**config.mk**
```make
export PLATFORM = sky130hd
export DESIGN_NAME = exc_prio_resolver
export DESIGN_NICKNAME = d
export VERILOG_FILES = /design/src/rtl/exc_pkg.sv /design/src/rtl/exc_fixed_prio.sv /design/src/rtl/exc_slot_tracker.sv /design/src/rtl/exc_prio_resolver.sv
export SDC_FILE = /design/constraint.sdc
export NUM_CORES = 1
export LEC_CHECK = 0
export ABC_AREA = 0
export CAP_MARGIN = 20
export CORE_MARGIN = 8
export CORE_UTILIZATION = 40
export DETAILED_ROUTE_END_ITERATION = 8
export PLACE_DENSITY = 0.77
export SETUP_SLACK_MARGIN = 0.15
export SYNTH_ARGS = -nofsm -noshare
export SYNTH_HDL_FRONTEND = slang
export SYNTH_SLANG_ARGS = --single-unit
```
**constraint.sdc**
```tcl
create_clock -name clk -period 5.95 [get_ports clk]
set_input_delay 0.595 -clock clk [delete_from_list [all_inputs] [get_ports clk]]
set_output_delay 0.595 -clock clk [all_outputs]
set_load 0.005 [all_outputs]
```
**src/rtl/exc_pkg.sv**
```systemverilog
// Package: shared codes and widths for the exception priority resolver.
// Assumes codes are ordered so that a smaller nonzero code wins.
package exc_pkg;

    localparam int NUM_LVL = 13;
    localparam int CODE_W  = 4;

    typedef enum logic [CODE_W-1:0] {
        EXC_NONE     = 4'd0,
        EXC_POR      = 4'd1,
        EXC_DBG_RST  = 4'd2,
        EXC_BRK_PRE  = 4'd3,
        EXC_IF_AERR  = 4'd4,
        EXC_GEN_ILL  = 4'd5,
        EXC_SLOT_ILL = 4'd6,
        EXC_TRAP     = 4'd7,
        EXC_DA_AERR  = 4'd8,
        EXC_BRK_POST = 4'd9,
        EXC_NMI      = 4'd10,
        EXC_DBG_IRQ  = 4'd11,
        EXC_IRQ      = 4'd12,
        EXC_PERIPH   = 4'd13
    } exc_code_e;

endpackage

```
**src/rtl/exc_fixed_prio.sv**
```systemverilog
// Module: exc_fixed_prio
// Fixed-priority picker: bit 0 of req has the highest priority. It gives a
// one-hot grant, the binary index of the granted bit and an any-request flag.
// Assumes N >= 1. Purely combinational.
module exc_fixed_prio #(
    parameter  int N     = 13,
    localparam int IDX_W = (N > 1) ? $clog2(N) : 1
) (
    input  logic [N-1:0]     req,
    output logic [N-1:0]     grant,
    output logic [IDX_W-1:0] idx,
    output logic             any
);

    // seen[i] is high when a higher-priority bit (index below i) is requesting
    logic [N-1:0] seen;

    assign seen[0] = 1'b0;
    generate
        for (genvar i = 1; i < N; i++) begin : g_seen
            assign seen[i] = |req[i-1:0];
        end
    endgenerate

    // Grant the first requesting bit only
    assign grant = req & ~seen;
    assign any   = |req;

    // Binary-encode the one-hot grant by OR-ing the indices of granted bits
    always_comb begin
        idx = '0;
        for (int i = 0; i < N; i++) begin
            if (grant[i]) idx = idx | IDX_W'(i);
        end
    end

endmodule

```
**src/rtl/exc_slot_tracker.sv**
```systemverilog
// Module: exc_slot_tracker
// Keeps the delay-slot flag and sorts the retiring instruction's class into
// the general-illegal, illegal-slot and trap requests.
// Assumes class flags are meaningful only while boundary is high, and that
// take_exc reports any exception taken on the same edge.
module exc_slot_tracker (
    input  logic clk,
    input  logic rst_n,
    input  logic boundary,
    input  logic ins_undef,
    input  logic ins_dly_branch,
    input  logic ins_pc_change,
    input  logic ins_trap,
    input  logic take_exc,
    output logic in_slot,
    output logic gen_ill_req,
    output logic slot_ill_req,
    output logic trap_req
);

    logic forbidden_in_slot;

    // Classes that may not occupy a delay slot
    assign forbidden_in_slot = ins_undef | ins_dly_branch | ins_pc_change | ins_trap;

    // Classify the retiring instruction against the current slot state
    always_comb begin
        gen_ill_req  = boundary & ins_undef & ~in_slot;
        trap_req     = boundary & ins_trap  & ~in_slot;
        slot_ill_req = boundary & in_slot   & forbidden_in_slot;
    end

    // Slot flag: set by a retiring delayed branch, cleared by the next retire or a taken exception
    always_ff @(posedge clk) begin
        if (!rst_n)        in_slot <= 1'b0;
        else if (take_exc) in_slot <= 1'b0;
        else if (boundary) in_slot <= ins_dly_branch;
    end

endmodule

```
**src/rtl/exc_prio_resolver.sv**
```systemverilog
// Module: exc_prio_resolver (top)
// Builds the thirteen-level request vector from reset levels, boundary-gated
// sources, slot-tracker results and the peripheral arbiter. It picks the
// winner and registers the code, one-hot vector, valid pulse, slot flag and
// peripheral index.
// Assumes requests are stable around the rising clock edge.
module exc_prio_resolver
    import exc_pkg::*;
#(
    parameter  int NUM_PERIPH = 7,
    localparam int PIDX_W     = (NUM_PERIPH > 1) ? $clog2(NUM_PERIPH) : 1
) (
    input  logic                  clk,
    input  logic                  rst_n,
    input  logic                  por_req,
    input  logic                  dbg_rst_req,
    input  logic                  boundary,
    input  logic                  brk_pre,
    input  logic                  ifetch_aerr,
    input  logic                  ins_undef,
    input  logic                  ins_dly_branch,
    input  logic                  ins_pc_change,
    input  logic                  ins_trap,
    input  logic                  daccess_aerr,
    input  logic                  brk_post,
    input  logic                  nmi,
    input  logic                  dbg_irq,
    input  logic                  irq_ext,
    input  logic [NUM_PERIPH-1:0] periph_req,
    output logic                  exc_valid,
    output logic [CODE_W-1:0]     exc_code,
    output logic [NUM_LVL-1:0]    exc_onehot,
    output logic                  illegal_slot,
    output logic [PIDX_W-1:0]     periph_idx,
    output logic                  in_slot
);

    localparam int LVL_IDX_W = $clog2(NUM_LVL);

    logic                  gen_ill_req, slot_ill_req, trap_req;
    logic                  take_exc;
    logic [NUM_LVL-1:0]    lvl_req, lvl_grant;
    logic [LVL_IDX_W-1:0]  lvl_idx;
    logic [NUM_PERIPH-1:0] per_grant;
    logic [PIDX_W-1:0]     per_idx;
    logic                  per_any;
    logic [CODE_W-1:0]     next_code;

    // Delay-slot state and instruction-class requests
    exc_slot_tracker u_slot (
        .clk            (clk),
        .rst_n          (rst_n),
        .boundary       (boundary),
        .ins_undef      (ins_undef),
        .ins_dly_branch (ins_dly_branch),
        .ins_pc_change  (ins_pc_change),
        .ins_trap       (ins_trap),
        .take_exc       (take_exc),
        .in_slot        (in_slot),
        .gen_ill_req    (gen_ill_req),
        .slot_ill_req   (slot_ill_req),
        .trap_req       (trap_req)
    );

    // Fixed order among on-chip peripheral lines
    exc_fixed_prio #(.N(NUM_PERIPH)) u_per (
        .req   (periph_req),
        .grant (per_grant),
        .idx   (per_idx),
        .any   (per_any)
    );

    // Assemble the level vector; index 0 is the highest priority
    always_comb begin
        lvl_req     = '0;
        lvl_req[0]  = por_req;
        lvl_req[1]  = dbg_rst_req;
        lvl_req[2]  = boundary & brk_pre;
        lvl_req[3]  = boundary & ifetch_aerr;
        lvl_req[4]  = gen_ill_req;
        lvl_req[5]  = slot_ill_req;
        lvl_req[6]  = trap_req;
        lvl_req[7]  = boundary & daccess_aerr;
        lvl_req[8]  = boundary & brk_post;
        lvl_req[9]  = boundary & nmi;
        lvl_req[10] = boundary & dbg_irq;
        lvl_req[11] = boundary & irq_ext;
        lvl_req[12] = boundary & per_any;
    end

    // Pick the winning level
    exc_fixed_prio #(.N(NUM_LVL)) u_lvl (
        .req   (lvl_req),
        .grant (lvl_grant),
        .idx   (lvl_idx),
        .any   (take_exc)
    );

    // Turn the winning index into a 1-based code
    assign next_code = take_exc ? (CODE_W'(lvl_idx) + CODE_W'(1)) : CODE_W'(EXC_NONE);

    // Register the result; valid lasts one cycle per qualifying edge
    always_ff @(posedge clk) begin
        if (!rst_n) begin
            exc_valid    <= 1'b0;
            exc_code     <= '0;
            exc_onehot   <= '0;
            illegal_slot <= 1'b0;
            periph_idx   <= '0;
        end else begin
            exc_valid    <= take_exc;
            exc_code     <= next_code;
            exc_onehot   <= lvl_grant;
            illegal_slot <= lvl_grant[5];
            periph_idx   <= lvl_grant[12] ? per_idx : '0;
        end
    end

    // a reset edge leaves every output quiet
    a_r1_reset_quiet: assert property (@(posedge clk)
        !rst_n |=> (!exc_valid && exc_code == '0 && !in_slot && !illegal_slot));

    // power-on reset wins regardless of the boundary strobe
    a_r2_por_wins: assert property (@(posedge clk) disable iff (!rst_n)
        por_req |=> (exc_valid && exc_code == CODE_W'(EXC_POR)));

    // without a boundary or a reset request nothing is reported
    a_r5_no_boundary_quiet: assert property (@(posedge clk) disable iff (!rst_n)
        (!boundary && !por_req && !dbg_rst_req) |=> !exc_valid);

    // undefined opcode outside a slot is a general illegal
    a_r6_general_illegal: assert property (@(posedge clk) disable iff (!rst_n)
        (boundary && ins_undef && !in_slot && !por_req && !dbg_rst_req && !brk_pre && !ifetch_aerr)
        |=> (exc_code == CODE_W'(EXC_GEN_ILL) && !illegal_slot));

    // undefined opcode in a slot raises the slot exception
    a_r7_slot_illegal: assert property (@(posedge clk) disable iff (!rst_n)
        (boundary && ins_undef && in_slot && !por_req && !dbg_rst_req && !brk_pre && !ifetch_aerr)
        |=> (illegal_slot && exc_code == CODE_W'(EXC_SLOT_ILL)));

    // the slot flag only rises after a retiring delayed branch
    a_r8_slot_origin: assert property (@(posedge clk) disable iff (!rst_n)
        $rose(in_slot) |-> $past(boundary && ins_dly_branch));

    // the one-hot output is empty or matches the code
    a_r10_onehot_code: assert property (@(posedge clk) disable iff (!rst_n)
        $onehot0(exc_onehot) && (!exc_valid || exc_onehot[exc_code - CODE_W'(1)]));

endmodule

```
==> reports/metrics.yaml <==
clock_tree:
  clock-root-buffer: "clkbuf_4"
  clk_transition_reported_paths_ps: 120
  htreeDepth: 1
  numCtsBuffers: 3
  worstSkewPairLatency_ps: 300
  cts_resized: 0
  cts_max_path_buffers: 2
  cts_tree: "yes"
  cts.sinks: 22
  postCtsHoldBufs: 0
  postCtsSetupBuffers: 0
yosys:
  ys_top_cells_by_count: "dfxtp_1, inv_1, nor2_1"
  yosysUniqueCellTypes: 39
  synth-edff-count: 0
  synth_cells: 109
  ys.flop_type: "dfxtp_1"
  synth_warnings: 0
  syn_area_per_cell_um2: 9.38
  synth_nets: 133
  ys_async_sr_fraction: 0
  yosysMostFrequentCell: "dfxtp_1"
  synth_seq_cells: 22
  synth_area_leaders: "dfxtp_1, inv_1, and3_1"
  syn-cell-area_um2: 1020
  synth_top_area_share: 0.431
  ys_seq_area_frac: 0.431
  yosysTopAreaCell: "dfxtp_1"
global_routing:
  grt_pass1_vias: 1011
  grt_usage: 0.124
  globalRoute.totalOverflow: 0
  grt_pass1_wl_mm: 4.47
  grt_max_degree: 14
  antenna_found_initial: 0
drt:
  dr.pass1.iters: 4
  drtIter0Drc: 47
  postRouteAntennaNets: 0
  routedWlPerCell_um: 14.9
  drcViolationCount: 0
  routed_wl_mm: 2.78
  vias_per_cell: 5.38
  dr_total_vias: 1000
placement:
  numPortBuffers: 45
  dp_slack_ps: 2720
  hpwl_mm: 2.27
  placed_area_um2: 1500
  dp.cells: 182
  gp_congestion: 0.823
floorplan:
  rows: 18
  die_w_um: 66.6
  initial_core_util: 0.416
  ios: 46
  core_area_um2: 2450
  fp.dieH_um: 66.6
  die_area_um2: 4430
cells_and_area:
  diodes: 0
  areaGrowthSynthToFinish_pct: 50.1
  nets: 181
  drive_above_1_share: 0.0769
  stdcell_count: 186
  nFillCells: 218
  fin_area_um2: 1530
  final_util: 0.625
pwr:
  power.total_uw: 280
  clkPwrFrac: 0.292
  seqPwrFrac: 0.540
  p_comb_frac: 0.168
  internal_power_uw: 213
  p_sw_uw: 66.4
  power_leakage_nw: 0.564
  power.density_nw_per_um2: 182
  ir_drop_mv: 0.129
  switching_share: 0.237
setup_path:
  critPathSlowestCell: "clkdlybuf4s50_1"
  startpoint_type: "input port"
  cp-end-kind: "flop"
  path_max_fanout: 13
  cp.arrival_ps: 3140
  cp_cell_sequence: "clkdlybuf4s50_1 -> or3b_1 -> a2111o_1 -> o21ai_0 -> ha_1 -> inv_1 -> o311ai_2 -> nor3b_2"
  cp_slowest_stage_delay_ps: 770
  critical_path_required_ps: 6150
  path_class: "input port to flop"
sta:
  period_minus_slack_ps: 2940
  setup_viol: 0
  hold_viol_final: 0
  whs_ps: 554
  worst_slew_pin_slew_ps: 478
  clock.fmax_mhz: 340
  rsz0062_at_grt: "false"
  relSlewSlack: 0.680
  setup_slack_ps: 3010
  fin_crit_sh: 0.494
  drv_slew: 0
  skew_ps: 2.03
  final.setup.tns_ps: 0
outcome:
  status: "finished, final reports clean"
min_path:
  hold_path_class: "flop to flop"
run:
  cap_violations: 0
[flip-flops by register name, indices dropped and copies added (netlist names)]
register	cells
exc_valid	1
exc_onehot	13
periph_idx	3
u_slot.in_slot	1
exc_code	4
[worst max-delay path, delay by kind of cell]
family	cells	cell delay, ps
compound gates	3	970
fa+ha+maj	1	210
buf+inv	2	840
simple gates	2	520
[cell usage in the layout, fill, tap and decap left out, types with 3 or more instances in the layout]
cell type,n
clkbuf_4,3
dfxtp_1,22
clkdlybuf4s50_1,45
o211ai_1,4
inv_1,9
and3_1,5
and2_1,3
nor3_1,5
a21oi_1,4
nor3b_1,3
or3_1,3
nor2_1,7
o21ai_0,5
nor4_1,4
nor2b_1,3
[area by class of cell]
cell class | instances | area [um2] | area share
multi-input combinational | 76 | 536 | 0.349
timing repair buffer | 45 | 450 | 0.294
sequential | 22 | 440 | 0.287
tap | 30 | 37.5 | 0.0245
clock buffer | 4 | 36.3 | 0.0237
inverter | 9 | 33.8 | 0.0220
[metal layers]
layer  wire length [um]  track usage  vias to the layer above  part of all wire
met4                 12       0.0240                        0            0.0043
met2               1400        0.227                       35              0.50
met5                  0            0                        -                 0
li1                   -            -                      499                 -
met3                244       0.0419                        2             0.088
met1               1120        0.135                      464              0.40
[worst paths after layout]
kind / startpoint / cells after the start / slack (ps) / endpoint
max reg2reg: u_slot.in_slot$_SDFFE_PP0P_ / 8 / 3840 / exc_code[2]$_SDFF_PN0_
min: u_slot.in_slot$_SDFFE_PP0P_ / 2 / 550 / u_slot.in_slot$_SDFFE_PP0P_
max: boundary / 8 / 3010 / exc_code[2]$_SDFF_PN0_
min reg2reg: u_slot.in_slot$_SDFFE_PP0P_ / 2 / 550 / u_slot.in_slot$_SDFFE_PP0P_
[cells by family (layout without fill, tap and decap cells)]
kind of cell	after synthesis	in the layout	share of synthesized area
AOI/OAI and AO/OA	28	28	0.226
and+or+nand+nor	47	47	0.285
DFF	22	22	0.431
adders and majority gates	1	1	0.0122
buffers and inverters	11	58	0.0453
[power groups by stage]
stage / combinational, mW / sequential, mW / clock, mW
after floorplan: 0.0160 / 0.154 / 0
after global placement: 0.0459 / 0.154 / 0
after detailed placement: 0.0468 / 0.154 / 0
after CTS: 0.0471 / 0.151 / 0.0837
after global routing: 0.0510 / 0.151 / 0.0900
final: 0.0471 / 0.151 / 0.0817
Power figures use the tool's default switching activity.
